`src/rtl/grev_pkg.sv`:
```
package grev_pkg;

   // Default log2 of the datapath width.
   localparam int GREV_LOG2_W_DEF = 6;

   // Source position feeding bit idx when a stage of block size 2^k swaps.
   function automatic int partner_idx(input int idx, input int k);
      return idx ^ (1 << k);
   endfunction

   // Number of bits in one block at stage k.
   function automatic int block_bits(input int k);
      return 1 << k;
   endfunction

endpackage

```
`src/rtl/grev_swap_stage.sv`:
```
module grev_swap_stage #(
   parameter int W = 64,
   parameter int K = 0
) (
   input  logic [W-1:0] data_i,
   input  logic         en_i,
   output logic [W-1:0] data_o
);

   localparam int BLK = grev_pkg::block_bits(K);

   if (K < 0 || 2 * BLK > W) begin : g_bad_stage
      $fatal(1, "grev_swap_stage: block size %0d does not fit width %0d", BLK, W);
   end

   logic [W-1:0] swapped;

   for (genvar i = 0; i < W; i++) begin : g_bit
      assign swapped[i] = data_i[grev_pkg::partner_idx(i, K)];
   end

   assign data_o = en_i ? swapped : data_i;

endmodule

```
`src/rtl/grev_operand_prep.sv`:
```
module grev_operand_prep #(
   parameter int LOG2_W    = 6,
   parameter bit NARROW_EN = 1'b1
) (
   input  logic [(1<<LOG2_W)-1:0] opnd_i,
   input  logic [LOG2_W-1:0]      ctrl_i,
   input  logic                   narrow_i,
   output logic [(1<<LOG2_W)-1:0] data_o,
   output logic [LOG2_W-1:0]      ctrl_o
);

   localparam int W  = 1 << LOG2_W;
   localparam int HW = W / 2;

   if (LOG2_W < 2) begin : g_bad_width
      $fatal(1, "grev_operand_prep: LOG2_W must be at least 2");
   end

   if (NARROW_EN) begin : g_narrow
      assign data_o = narrow_i ? {{HW{1'b0}}, opnd_i[HW-1:0]} : opnd_i;
      assign ctrl_o = narrow_i ? {1'b0, ctrl_i[LOG2_W-2:0]} : ctrl_i;
   end else begin : g_wide_only
      logic unused_narrow;
      assign unused_narrow = narrow_i;
      assign data_o        = opnd_i;
      assign ctrl_o        = ctrl_i;
   end

endmodule

```
`src/rtl/grev_unit.sv`:
```
module grev_unit #(
   parameter int LOG2_W    = grev_pkg::GREV_LOG2_W_DEF,
   parameter bit NARROW_EN = 1'b1
) (
   input  logic [(1<<LOG2_W)-1:0] opnd_i,
   input  logic [LOG2_W-1:0]      ctrl_i,
   input  logic                   narrow_i,
   output logic [(1<<LOG2_W)-1:0] result_o,
   output logic                   carry_o
);

   localparam int W = 1 << LOG2_W;

   if (LOG2_W < 2 || LOG2_W > 10) begin : g_bad_param
      $fatal(1, "grev_unit: LOG2_W %0d out of supported range", LOG2_W);
   end

   logic [W-1:0]      prep_data;
   logic [LOG2_W-1:0] prep_ctrl;
   logic [W-1:0]      lvl [LOG2_W+1];

   grev_operand_prep #(
      .LOG2_W   (LOG2_W),
      .NARROW_EN(NARROW_EN)
   ) u_prep (
      .opnd_i  (opnd_i),
      .ctrl_i  (ctrl_i),
      .narrow_i(narrow_i),
      .data_o  (prep_data),
      .ctrl_o  (prep_ctrl)
   );

   assign lvl[0] = prep_data;

   // Ascending stage order: finest swaps first.
   for (genvar k = 0; k < LOG2_W; k++) begin : g_stage
      grev_swap_stage #(
         .W(W),
         .K(k)
      ) u_swap (
         .data_i(lvl[k]),
         .en_i  (prep_ctrl[k]),
         .data_o(lvl[k+1])
      );
   end

   assign result_o = lvl[LOG2_W];
   assign carry_o  = 1'b0;

endmodule

```
`config.mk`:
```
export PLATFORM = sky130hd
export DESIGN_NAME = grev_unit
export DESIGN_NICKNAME = d
export VERILOG_FILES = /design/src/rtl/grev_pkg.sv /design/src/rtl/grev_swap_stage.sv /design/src/rtl/grev_operand_prep.sv /design/src/rtl/grev_unit.sv
export SDC_FILE = /design/constraint.sdc
export NUM_CORES = 1
export LEC_CHECK = 0
export ABC_AREA = 1
export BUFFER_PORTS_ARGS = -buffer_cell sky130_fd_sc_hd__buf_2
export CORE_MARGIN = 2
export CORE_UTILIZATION = 30
export DETAILED_ROUTE_END_ITERATION = 16
export PLACE_DENSITY = 0.6
export SLEW_MARGIN = 20
export SYNTH_ARGS = -nofsm -noshare
export SYNTH_HDL_FRONTEND = slang
export SYNTH_SLANG_ARGS = --single-unit
export TNS_END_PERCENT = 1
```
`constraint.sdc`:
```
create_clock -name vclk -period 1.4
set_input_delay 0.21 -clock vclk [all_inputs]
set_output_delay 0.21 -clock vclk [all_outputs]
set_load 0.1 [all_outputs]
```
Yosys cells after proc, flatten, opt, wreduce, memory -nomap -nowiden

Index checks and enable logic that the tools add are counted.

Register bits after elaboration: 0
Input bits: 71
Output and inout port bits: 65
Word-level logic and storage cells: 8

Multiplexer cells: 8

Operators by type and width:

| kind              | count |
|---|---|
| 2-to-1 mux 64 bit | 7 |
| 2-to-1 mux 6 bit  | 1 |

Longest topological paths before layout

Depth after elaboration: 7
Mapped depth: 11
Gate-level depth less buffers: 9

Cells and area by module

Synthesis repeated with hierarchy kept, for this count alone.

Cells, all modules: 1,345
Area, all modules: 5,654.2 µm²

By module, submodules not included:

| module            | instances | cells each | area an instance (µm²) | sequential area each (µm²) |
|---|---|---|---|---|
| grev_swap_stage   | 6         | 206        | 844.6                  | 0.0 |
| grev_operand_prep | 1         | 107        | 575.6                  | 0.0 |
| grev_unit         | 1         | 2          | 11.3                   | 0.0 |

Worst setup path before layout

OpenSTA, ideal clock, no wires.

Kind: input port to output port
Start: in narrow_i
End: out result_o[39]
Arrival: 1,749 ps
Data required time: 1,190 ps
Slack: -559 ps
Stages: 11
Path buffers: 2
Cell sequence: inv_2 -> buf_4 -> buf_4 -> nand3_1 -> nand3_1 -> nand3_1 -> nand3_1 -> nand3_1 -> nand2_1 -> nand2_1 -> nand2_1

Word-level cells in the longest chain between the ends: 7
Elaborated cells on any way between the ends: 8
Classes of those cells: mux: 8

RTL lines:

| item                           | RTL line                | source |
|---|---|---|
| start: declaration             | grev_unit.sv:7          | `input logic narrow_i,` |
| 2-to-1 mux 64 bit              | grev_operand_prep.sv:20 | `assign data_o = narrow_i ? {{HW{1'b0}}, opnd_i[HW-1:0]} : opnd_i;` |
| 2-to-1 mux 64 bit (5 in a row) | grev_swap_stage.sv:22   | `assign data_o = en_i ? swapped : data_i;` |
| 2-to-1 mux 64 bit (*)          | grev_swap_stage.sv:22   |  |
| end: declaration               | grev_unit.sv:8          | `output logic [(1<<LOG2_W)-1:0] result_o,` |

Every way passes the cells marked *; elsewhere a longest branch is shown, timed or not.

Final worst setup path

Start: in ctrl_i[0]
End: out result_o[46]

Word-level cells in the longest chain between the ends: 7

RTL lines:

| item                           | RTL line                | source |
|---|---|---|
| start: declaration             | grev_unit.sv:6          | `input logic [LOG2_W-1:0] ctrl_i,` |
| 2-to-1 mux 6 bit               | grev_operand_prep.sv:21 | `assign ctrl_o = narrow_i ? {1'b0, ctrl_i[LOG2_W-2:0]} : ctrl_i;` |
| 2-to-1 mux 64 bit (6 in a row) | grev_swap_stage.sv:22   |  |

Every way passes these cells.

==> results.yml <==
logic_synthesis:
  synth-seq-area-share_pct: 0
  synth_cell_type_count: 9
  avgSynthCellArea_sq_um: 4.60
  syn_inst: 991
  synth_nets: 1062
  syn_area_sq_um: 4560
  synth.top_cells.by_area: "nand3_1 (63%), nand2_1 (26%), buf_2 (4.5%)"
  synth_top_cell_area_share_pct: 63.2
  ys_warn_count: 0
  synth_top_cell_by_area: "nand3_1"
run:
  cap_violations: 0
timing:
  fmax_mhz: 507
  hold_viol_final: 0
  holdWs_ns: 1.20
  tns_ns: -33.05
  setup_viol: 64
  finalWorstSetupSlack_ns: -0.572
  min_period_ns: 1.97
  slew_violations: 0
  rsz0062_at_grt: "true"
  fin_crit_sh_pct: 141
placed_design:
  hpwl_mm: 18.9
  io_buffers: 135
  placed_cells: 1274
  gp_congestion: 0.992
clock_tree:
  cts_setup_buffers: 0
  cts.hold.buffers_added: 0
power_and_ir_drop:
  leakagePower_nw: 3.89
  powerDensity_nw_per_um2: 768
  peakVddDrop_mv: 0.678
  pwr-share-seq_pct: 0
  combPwrFrac_pct: 100.0
  power_mw: 6.81
  internal_power_mw: 2.30
  p_sw_share_pct: 66.2
  switchingPower_mw: 4.51
  clkPwrFrac_pct: 0
worst_setup_path:
  critPathTopFamily: "simple AND/OR/NAND/NOR gates"
  path_depth: 12
  crit_type: "in -> out"
  critPathCaptureType: "output pin"
  arrival_ns: 1.76
  critPathBufInv: 4
  crit_chain: "buf_6 > inv_8 > buf_12 > nand3_1 > nand3_2 > nand3_2 > nand3_1 > nand3_1 > nand2_2 > nand2_2 > nand2_8 > buf_12"
  worst_setup_path_start_kind: "input port"
  cpPeakStageDelay_ns: 0.18
  cp_common_cell: "nand3_1"
  cp_slowest_cell: "nand2_2"
  critPathRequiredTime_ns: 1.19
  crit_path_max_fanout: 17
cells_and_area:
  final_common_cell: "nand3_1"
  register_area_sq_um: 0
  nClkBuffers: 0
  n_fill_cell: 1394
  syn_to_final_growth_pct: 94.4
  drive_gt1_share_pct: 50.6
  seq_cells: 0
  diodes: 0
  final_core_util_pct: 59.0
  layout_common_cells: "nand3_1 (444), nand2_2 (164), nand3_2 (132)"
  layout.nets: 1163
  finalNonFillerCells: 1278
floorplan:
  fp.dieH_microns: 127
  fp.coreArea_sq_um: 15000
  io_pins: 136
  die-area_sq_um: 16200
  die_x_microns: 127
  rows: 45
  initial_core_util_pct: 30.3
drt:
  first_pass_iters: 8
  drtAntennaViolNets: 0
  routed_wl_mm: 24.5
  wl_met3_mm: 1.75
  vias: 7825
  drcViolationCount: 0
  via_per_inst: 6.12
  wl_met2_mm: 12.1
  drt-initial-drc-count: 1028
  routed.top_layer: "met4"
  wl_met1_mm: 9.57
  wire_per_inst_microns: 19.1
grt:
  grt_antenna_before_repair: 0
  grt_pass1_wl_mm: 36.5
  grt_pass1_vias: 6835
  grt_max_degree: 48
  gr-usage-all-layers_pct: 27.9
  overflow: 0
status:
  violations: "negative setup slack"
  status: "complete, but fails checks"
worst_hold_path:
  whs_path_depth: 6
  hp-class: "in -> out"
layout make-up:
class,count,area (sq um),area share (%)
inverter,7,41.3,0.466
tap,188,235,2.65
multi-input combinational,898,6200,70.0
timing repair buffer,185,2380,26.9
power by group through the flow:
stage / clock [mW] / sequential, mW / combinational (mW)
after global placement: 0 / 0 / 6.32
final: 0 / 0 / 6.81
after floorplan: 0 / 0 / 4.32
after detailed placement: 0 / 0 / 6.34
after global routing: 0 / 0 / 7.11
after CTS: 0 / 0 / 6.44
cells by family after synthesis:
group	Yosys count	share of synthesized area, %
buffers and inverters	93	10.3
other	1	0.0822
and+or+nand+nor	897	89.7
path summary, 6_finish.rpt:
check / endpoint / from
worst min-delay path: result_o[61] / ctrl_i[5]
worst max-delay path: result_o[46] / ctrl_i[0]
layer usage:
metal / GRT usage, % / up-vias
li1: - / 3666
met1: 36.3 / 3666
met4: 7.82 / 0
met3: 1.72 / 70
met5: 0 / -
met2: 49.8 / 423
through the flow:
stage          cell area [sq um]  worst slack, ns
2_1_floorplan               5740           -0.138
3_3_place_gp                7750           -0.673
3_5_place_dp                7750           -0.700
4_1_cts                     7900           -0.576
5_1_grt                     8860           -0.642
6_report                    8860           -0.572
repair_timing:
| action | CTS | global route |
|---|---|---|
| resized for setup | 55 | 215 |
| cloned | 0 | 4 |
| pin swaps | 3 | 10 |
| endpoints found under the hold margin | 0 | 0 |
| setup endpoints to repair | 64 | 64 |
cell usage after synthesis (all sizes together):
library cell,number
clkbuf,17
buf,69
nand2,321
nand3,576
inv,7
conb,1
No activity file was read; power rests on OpenSTA's default activity.
